## src/rtl/clkdiv_pkg.sv

```systemverilog
// Shared types and constants for the CPU/bus clock enable divider.
// Assumes a two-bit source select. The enum values are the select codes.
package clkdiv_pkg;
    typedef enum logic [1:0] {
        SRC_MAIN = 2'd0,
        SRC_SUB  = 2'd1,
        SRC_OSC  = 2'd2,
        SRC_PLL  = 2'd3
    } src_sel_e;

    localparam int unsigned DIV_RESET = 8;
endpackage

```

## src/rtl/clkdiv_src_mux.sv

```systemverilog
// Selects one source enable pulse out of NSRC by index.
// Assumes every source enable is a single-cycle pulse synchronous to clk.
module clkdiv_src_mux #(
    parameter int NSRC  = 4,
    parameter int SEL_W = $clog2(NSRC)
) (
    input  logic [NSRC-1:0]  src_en,
    input  logic [SEL_W-1:0] sel,
    output logic             pulse
);
    // Pick the pulse of the selected source.
    always_comb begin
        pulse = 1'b0;
        for (int i = 0; i < NSRC; i++) begin
            if (sel == SEL_W'(i)) pulse = src_en[i];
        end
    end
endmodule

```

## src/rtl/clkdiv_field_reg.sv

```systemverilog
// Holds the divide field. Loads it from writes and forces it to the
// default value on a low-power entry request, unless the exempt source is
// selected. Assumes lp_enter and div_wr are single-cycle synchronous strobes.
module clkdiv_field_reg #(
    parameter int                DIV_W     = 5,
    parameter int                SEL_W     = 2,
    parameter logic [DIV_W-1:0]  RESET_VAL = DIV_W'(8),
    parameter logic [SEL_W-1:0]  EXEMPT    = SEL_W'(2)
) (
    input  logic             clk,
    input  logic             rst_n,
    input  logic             div_wr,
    input  logic [DIV_W-1:0] div_val,
    input  logic             lp_enter,
    input  logic [SEL_W-1:0] src_sel,
    output logic [DIV_W-1:0] field
);
    logic force_dflt;

    // A low-power request forces the default unless the exempt source runs.
    always_comb force_dflt = lp_enter && (src_sel != EXEMPT);

    // Field register: forced default has priority over a write.
    always_ff @(posedge clk) begin
        if (!rst_n)          field <= RESET_VAL;
        else if (force_dflt) field <= RESET_VAL;
        else if (div_wr)     field <= div_val;
    end
endmodule

```

## src/rtl/clkdiv_counter.sv

```systemverilog
// Counts selected source pulses and emits one CPU enable every 'ratio'
// pulses. The bypass source skips the division. Restarts the count whenever
// the select or the field changes. Assumes field 0 means 2**(DIV_W-1).
module clkdiv_counter #(
    parameter int                DIV_W     = 5,
    parameter int                SEL_W     = 2,
    parameter logic [DIV_W-1:0]  RESET_VAL = DIV_W'(8),
    parameter logic [SEL_W-1:0]  BYPASS    = SEL_W'(1)
) (
    input  logic             clk,
    input  logic             rst_n,
    input  logic             pulse,
    input  logic [SEL_W-1:0] src_sel,
    input  logic [DIV_W-1:0] field,
    output logic             cpu_en
);
    localparam logic [DIV_W-1:0] ZERO_TERM = DIV_W'((1 << (DIV_W - 1)) - 1);

    logic [DIV_W-1:0] cnt;
    logic [DIV_W-1:0] term;
    logic [SEL_W-1:0] sel_q;
    logic [DIV_W-1:0] field_q;
    logic             restart;
    logic             bypass;

    // Terminal count: last count value before the enable fires.
    always_comb term = (field == '0) ? ZERO_TERM : field - DIV_W'(1);

    // Detect a change of source or divide value since the last cycle.
    always_comb restart = (src_sel != sel_q) || (field != field_q);

    // The bypass source passes pulses straight through.
    always_comb bypass = (src_sel == BYPASS);

    // History of select and field for change detection.
    always_ff @(posedge clk) begin
        if (!rst_n) begin
            sel_q   <= '0;
            field_q <= RESET_VAL;
        end else begin
            sel_q   <= src_sel;
            field_q <= field;
        end
    end

    // Pulse counter and registered CPU enable.
    always_ff @(posedge clk) begin
        if (!rst_n) begin
            cnt    <= '0;
            cpu_en <= 1'b0;
        end else if (restart) begin
            cnt    <= '0;
            cpu_en <= 1'b0;
        end else if (pulse) begin
            if (bypass || cnt == term) begin
                cnt    <= '0;
                cpu_en <= 1'b1;
            end else begin
                cnt    <= cnt + DIV_W'(1);
                cpu_en <= 1'b0;
            end
        end else begin
            cpu_en <= 1'b0;
        end
    end
endmodule

```

## src/rtl/clkdiv_bus_gen.sv

```systemverilog
// Derives the bus enable from the CPU enable: a copy in single-speed mode,
// every second pulse in double-speed mode. Assumes cpu_en is a one-cycle pulse.
module clkdiv_bus_gen (
    input  logic clk,
    input  logic rst_n,
    input  logic cpu_en,
    input  logic double_speed,
    output logic bus_en
);
    logic skip;

    // Phase bit: set after a pulse that produced a bus enable in double mode.
    always_ff @(posedge clk) begin
        if (!rst_n || !double_speed) skip <= 1'b0;
        else if (cpu_en)             skip <= ~skip;
    end

    // Gate the CPU enable by the phase when double speed is on.
    always_comb bus_en = cpu_en && !(double_speed && skip);
endmodule

```

## src/rtl/cpu_bus_clkdiv.sv

```systemverilog
// Top level of the CPU/bus clock enable divider. Wires the source mux, the
// divide field register, the pulse counter and the bus enable generator.
// Assumes all inputs are synchronous to clk.
module cpu_bus_clkdiv #(
    parameter int DIV_W = 5,
    parameter int NSRC  = 4,
    parameter int SEL_W = 2
) (
    input  logic             clk,
    input  logic             rst_n,
    input  logic             src_main_en,
    input  logic             src_sub_en,
    input  logic             src_osc_en,
    input  logic             src_pll_en,
    input  logic [SEL_W-1:0] src_sel,
    input  logic             div_wr,
    input  logic [DIV_W-1:0] div_val,
    input  logic             double_speed,
    input  logic             lp_enter,
    output logic             cpu_en,
    output logic             bus_en,
    output logic [DIV_W-1:0] div_field
);
    import clkdiv_pkg::*;

    localparam logic [DIV_W-1:0] RESET_VAL = DIV_W'(DIV_RESET);
    localparam logic [SEL_W-1:0] OSC_CODE  = SEL_W'(SRC_OSC);
    localparam logic [SEL_W-1:0] SUB_CODE  = SEL_W'(SRC_SUB);

    logic [NSRC-1:0] src_vec;
    logic            sel_pulse;

    // Order the source enables by their select codes.
    always_comb begin
        src_vec = '0;
        src_vec[SRC_MAIN] = src_main_en;
        src_vec[SRC_SUB]  = src_sub_en;
        src_vec[SRC_OSC]  = src_osc_en;
        src_vec[SRC_PLL]  = src_pll_en;
    end

    clkdiv_src_mux #(.NSRC(NSRC), .SEL_W(SEL_W)) u_mux (
        .src_en (src_vec),
        .sel    (src_sel),
        .pulse  (sel_pulse)
    );

    clkdiv_field_reg #(
        .DIV_W(DIV_W), .SEL_W(SEL_W), .RESET_VAL(RESET_VAL), .EXEMPT(OSC_CODE)
    ) u_field (
        .clk      (clk),
        .rst_n    (rst_n),
        .div_wr   (div_wr),
        .div_val  (div_val),
        .lp_enter (lp_enter),
        .src_sel  (src_sel),
        .field    (div_field)
    );

    clkdiv_counter #(
        .DIV_W(DIV_W), .SEL_W(SEL_W), .RESET_VAL(RESET_VAL), .BYPASS(SUB_CODE)
    ) u_cnt (
        .clk     (clk),
        .rst_n   (rst_n),
        .pulse   (sel_pulse),
        .src_sel (src_sel),
        .field   (div_field),
        .cpu_en  (cpu_en)
    );

    clkdiv_bus_gen u_bus (
        .clk          (clk),
        .rst_n        (rst_n),
        .cpu_en       (cpu_en),
        .double_speed (double_speed),
        .bus_en       (bus_en)
    );
endmodule

```

## config.mk

```make
export PLATFORM = sky130hd
export DESIGN_NAME = cpu_bus_clkdiv
export DESIGN_NICKNAME = d
export VERILOG_FILES = /design/src/rtl/clkdiv_pkg.sv /design/src/rtl/clkdiv_src_mux.sv /design/src/rtl/clkdiv_field_reg.sv /design/src/rtl/clkdiv_counter.sv /design/src/rtl/clkdiv_bus_gen.sv /design/src/rtl/cpu_bus_clkdiv.sv
export SDC_FILE = /design/constraint.sdc
export NUM_CORES = 1
export LEC_CHECK = 0
export BUFFER_PORTS_ARGS = -buffer_cell sky130_fd_sc_hd__buf_2
export CAP_MARGIN = 20
export CORE_ASPECT_RATIO = 1.25
export CORE_MARGIN = 10
export CORE_UTILIZATION = 52
export CTS_CLUSTER_SIZE = 12
export DETAILED_ROUTE_END_ITERATION = 10
export GPL_ROUTABILITY_DRIVEN = 0
export MAX_ROUTING_LAYER = met4
export PLACE_DENSITY = 0.77
export SLEW_MARGIN = 20
export SYNTH_ARGS = -nofsm -noshare
export SYNTH_HDL_FRONTEND = slang
export SYNTH_HIERARCHICAL = 1
export SYNTH_SLANG_ARGS = --single-unit
```

## constraint.sdc

```tcl
create_clock -name clk -period 3 [get_ports clk]
set_clock_uncertainty 0.2 [all_clocks]
set_input_delay 0.6 -clock clk [delete_from_list [all_inputs] [get_ports clk]]
set_output_delay 0.6 -clock clk [all_outputs]
set_load 0.005 [all_outputs]
```

==> Word-level counts from Yosys, hierarchy flattened <==
Index checks and enable logic that the tools add are counted.
W data, S select, Z words.
{ "word_totals": {"ff_bits": 19, "in_bits": 16} }
{ "op_classes": {"addsub": 2, "eq_ne": 7, "mux": 7, "n_bitwise": 3, "reduce_logical": 14} }
{ "op_table": {"columns": ["cell", "count"], "rows": [
  ["$mux W5", 2],
  ["$add A5 B1 Y5 const B", 1],
  ["$eq A5 B5 Y1", 1],
  ["$logic_not A5 Y1", 1],
  ["$mux W1", 5],
  ["$ne A5 B5 Y1", 1],
  ["$sub A5 B1 Y5 const B", 1],
  ["$eq A2 B2 Y1 const B", 2],
  ["$reduce_or A2 Y1", 2],
  ["$logic_and A1 B1 Y1", 3],
  ["$logic_not A1 Y1", 3],
  ["$logic_or A1 B1 Y1", 3],
  ["$not A1 Y1", 3],
  ["$reduce_or A3 Y1", 1],
  ["$eq A2 B1 Y1 const B", 1],
  ["$logic_not A2 Y1", 1],
  ["$ne A2 B2 Y1", 1],
  ["$ne A2 B2 Y1 const B", 1]
]} }

==> Logic depth before layout (Yosys ltp) <==
{ "logic_depth": {"ltp_word": 7, "mapped_depth": 7, "depth_no_buf": 7} }

==> Cells and area by module <==
Netlist, hierarchy kept.
{ "by_module_without_submodules": {"columns": ["module", "instances", "cells_per_inst", "area_per_inst_um2"], "rows": [
  ["clkdiv_counter", 1, 77, 720.7],
  ["clkdiv_field_reg", 1, 18, 215.2],
  ["clkdiv_bus_gen", 1, 4, 42.5],
  ["clkdiv_src_mux", 1, 1, 22.5]
]} }

==> Worst setup path before layout <==
No wires, ideal clock.
{ "synth_timing": {"path_type": "register to register", "from": "register u_field.field[0]", "to": "register u_cnt.cnt[1]", "setup_ns": 0.117, "arrival_ns": 1.997, "path_slack_ns": 0.685, "path_stages_with_launch": 8, "path_buffers": 0, "synth_period_minus_slack_ns": 2.315, "cell_sequence": "dfxtp_1 inv_1 ha_1 nor4b_1 or3_1 a2111oi_2 a21boi_2 a32o_1"} }
{ "synth_via": {"elab_chain_cells": 5} }
{ "synth_lines": {"columns": ["element", "line", "source"], "rows": [
  ["start: declaration", "clkdiv_field_reg.sv:16", "output logic [DIV_W-1:0] field"],
  ["start signal: assignment", "clkdiv_field_reg.sv:27", "else if (div_wr) field <= div_val;"],
  ["$sub A5 B1 Y5 / $logic_not A5 Y1 (equally long branches)", "clkdiv_counter.sv:27", "always_comb term = (field == '0) ? ZERO_TERM : field - DIV_W'(1);"],
  ["$mux W5", "clkdiv_counter.sv:27", null],
  ["$eq A5 B5 Y1", "clkdiv_counter.sv:55", "if (bypass || cnt == term) begin"],
  ["$logic_or A1 B1 Y1", "clkdiv_counter.sv:55", null],
  ["$mux W5", "clkdiv_counter.sv:55", null],
  ["end signal: assignment", "clkdiv_counter.sv:59", "cnt <= cnt + DIV_W'(1);"],
  ["end: declaration", "clkdiv_counter.sv:19", "logic [DIV_W-1:0] cnt;"]
]} }
Several ways; a longest one is shown, not always the timed one.
A chain may end at the register's enable or synchronous reset.

==> Worst setup path after layout <==
Ends and elaborated chain as after synthesis.

==> results by stage <==
Synth:
- Counting flops with a built-in enable in the synthesized netlist gives 0.
- The largest total area in the synthesized netlist belongs to dfxtp_1.
- The mean cell area of the mapped netlist is 10.01 sq um.
- Among all flip-flop cells after synthesis, the most frequent one is dfxtp_1.
- Yosys mapped the design onto 37 distinct sky130hd cell types.
- The number of nets handed over by synthesis was 118.
- The mapped netlist covers 1001 sq um.
- The share of the Yosys chip area taken by registers is 0.3800.
- Yosys attributes the largest share of cell area to dfxtp_1 (38%), xnor2_1 (9.6%), mux2i_1 (4.0%), and2_1 (3.8%), a211oi_1 (3.0%).
- The number of synthesis warnings is 6.
- Counting flops and latches in the post-synthesis netlist gives 19.
- The post-synthesis cell count is 100.
- The fraction of registers with async set/reset is 0.
- The share of synthesized area in the top cell type comes to 0.3800.

Routing:
- The number of routed nets with antenna violations is 0.
- In the routed layout, each cell is associated on average with a via count of 5.685.
- The routed layout has 813 vias.
- The wire length after detailed routing is 2.092 mm.
- In the final routed layout, each cell accounts on average for 14.63 um.
- Before antenna repair, the detailed router went through 4 iterations.
- After detailed routing, the number of remaining DRC violations is 0.
- The DRC violation total after the first TritonRoute iteration is 19.

STA:
- The count of final max-slew check failures was 0.
- Static timing analysis puts the maximum clock frequency at 404.5 MHz.
- Setup violations remaining at the end of the flow were counted as 0.
- The fraction of the cycle the final worst path needs is 0.8240.
- The final hold violation count is 0.
- Setup repair after global routing left no endpoint under its margin.
- At the pin with the least slew margin, the transition time is 0.3717 ns.
- The worst path in the final design needs a cycle of 2.472 ns, including I/O delays and setup.
- After routing, the total negative slack on setup checks comes to 0 ns.
- In this run the tightest slew margin relative to its limit is 0.7518.

Final layout:
- 0 antenna diodes ended up in the layout.
- The net count of the finished layout is 143.
- The register area is 380.4 sq um.
- The fill cell instance count of the final layout is 162.
- Summing all non-filler instances in the final layout gives an area of 1139 sq um.
- Summing all multi-input logic gate instances after layout gives 579.3 sq um.
- The most frequent standard cell in the layout excluding fill and tap cells is buf_2.
- The area growth from synthesis to layout is 13.75%.
- In the layout the commonest cells are buf_2 (22), dfxtp_1 (19), xnor2_1 (11).
- In the final layout, the share of cells above drive strength 1 is 0.2419.

Place:
- The wire-length estimate of the detail-placed layout is 1.683 mm.
- The number of port buffers is 22.
- Summing all placed instances gives a cell area of 1112 sq um.

Pwr:
- The power per cell area is 411.0 nW/um^2.
- Across the VDD grid, the largest voltage drop is 0.3837 mV.
- The cell leakage power is 0.4810 nW.

Outcome:
- The flow ran to the end, and the final reports show no timing, DRC or antenna violations.

Setup path:
- The setup check on the worst reg-to-reg path leaves a slack of 0.53 ns.
- The data arrival time of the worst path is 2.47 ns.
- Along the worst path, the maximum fanout reaches 7.
- For the worst flop-to-flop path, the logic depth is 7.
- STA classifies the critical path endpoint as a flop.
- The endpoint of the lowest-slack register-to-register path is u_cnt/cnt[1].
- The worst path required time is 2.99 ns.
- The source of the worst register-to-register timing path is u_field/field[0].
- The kind of launch point of the worst setup path is a flop.
- The critical path is of the flop to flop type.

Clocking:
- In this run the post-CTS setup repair buffer count came out at 0.
- The clock sink count is 19.
- After clock tree synthesis, the clock-pin slew on the worst setup and hold paths is 0.10 ns.
- The number of hold buffers added after cts is 0.
- The maximum clock insertion buffer count is 2.
- CTS built an H-tree with a depth of 1.
- CTS placed an instance of clkbuf_4 at the clock tree root.
- The CTS tree is yes.
- The clock reaches the later pin of the worst-skew pair after 0.29 ns.
- Counting the buffers created by CTS gives 3.
- Post-CTS repair changed the size of 0 cells.

Floorplan:
- Measured along the x axis, the die boundary spans 59.24 um.
- The row count is 17.
- The initial core utilization is 0.5536.
- After floorplanning, the core was sized to cover 1808 sq um.
- The die covers 4091 sq um.
- The top-level I/O count is 23.
- The height of the die is 69.06 um.

Run:
- The tool flagged a number of max-cap violations equal to 0.

Global route:
- The wire length of the first global-routing pass is 3.650 mm.
- The initial antenna violation count was 0.
- Entering global routing, the biggest net connects 11 pins.
- The aggregate global routing overflow is 0.
- The total global-route track usage is 0.1095.
- The number of global-route vias before repair is 846.

Min path:
- The tightest min-delay check is of the primary input to flop type.
- Counting instances, the worst hold path has a depth of 2.
- The hold path startpoint is double_speed.
- The worst-case hold path end point is u_bus/skip.
-- critical path, cell delays in order, from the launching register on --
cell	delay, ns
dfxtp_1	0.45
inv_1	0.10
ha_1	0.24
nor4b_1	0.16
or3_1	0.33
a2111oi_2	0.45
a21boi_2	0.16
a32o_1	0.28
-- kinds of logic after synthesis --
family | Yosys count | synth area share
AOI/OAI and AO/OA | 19 | 0.1600
xor gates and xnor gates | 13 | 0.1138
adders and majority gates | 2 | 0.02500
buffers and inverters | 7 | 0.04125
DFF | 19 | 0.3800
muxes | 6 | 0.07750
and+or+nand+nor | 34 | 0.2025
-- where the power goes --
part	internal, mW	switching [mW]
clock network	0.0517	0.0758
logic	0.0368	0.0364
registers	0.259	0.00820
-- final cells by class --
cell class,instances,share of cell area
well taps,19,0.02088
repair buffers,22,0.09670
inverters,5,0.01648
multi-input cells,74,0.5088
clock buffers,4,0.02308
flip-flops and latches,19,0.3341
-- worst max-delay path by stage --
stage / start / end / slack (ns)
after floorplan: u_field/field[0] / u_cnt/cnt[1] / 0.69
after global placement: u_field/field[0] / u_cnt/cnt[1] / 0.62
after detailed placement: u_field/field[0] / u_cnt/cnt[1] / 0.53
after CTS: u_field/field[0] / u_cnt/cnt[1] / 0.52
after global routing: u_field/field[0] / u_cnt/cnt[1] / 0.35
final: u_field/field[0] / u_cnt/cnt[1] / 0.53
-- per-layer routing --
layer | wire [um] | vias to the layer above | track usage
met5 | 0 | - | -
met4 | 9 | 0 | 0.04580
met2 | 1017 | 15 | 0.1557
met3 | 70 | 2 | 0.02377
met1 | 994 | 385 | 0.1429
li1 | - | 411 | -
-- through the flow --
step / setup WS [ns] / util / hold WS (ns) / cells / power (mW)
floorplan: 0.6852 / - / 0.3100 / 100 / 0.3220
global placement: 0.6223 / 0.6152 / 0.3372 / 139 / 0.3441
detailed placement: 0.5343 / 0.6152 / 0.3505 / 139 / 0.3467
CTS: 0.5222 / 0.6298 / 0.3297 / 143 / 0.4732
global route: 0.3510 / 0.6298 / 0.3423 / 143 / 0.4886
finish: 0.5281 / 0.6298 / 0.3442 / 143 / 0.4679
-- state kept, by name (all words and copies together), names as in the netlist --
| name | flops |
|---|---|
| u_cnt/cnt | 5 |
| u_cnt/cpu_en | 1 |
| u_field/field | 5 |
| u_bus/skip | 1 |
| u_cnt/field_q | 5 |
| u_cnt/sel_q | 2 |
-- cells in the mapped netlist, drive strengths merged (2+ instances only) --
cell type  number
nand3           2
nor3            2
a211oi          4
o21ai           2
a21boi          2
xor2            2
nand4           3
mux2i           4
buf             2
nor2b           3
nor3b           2
nor2            5
a211o           2
a32o            2
and2            6
inv             5
ha              2
xnor2          11
nand2b          4
dfxtp          19
Note: power is estimated with default switching activity, not from simulation.
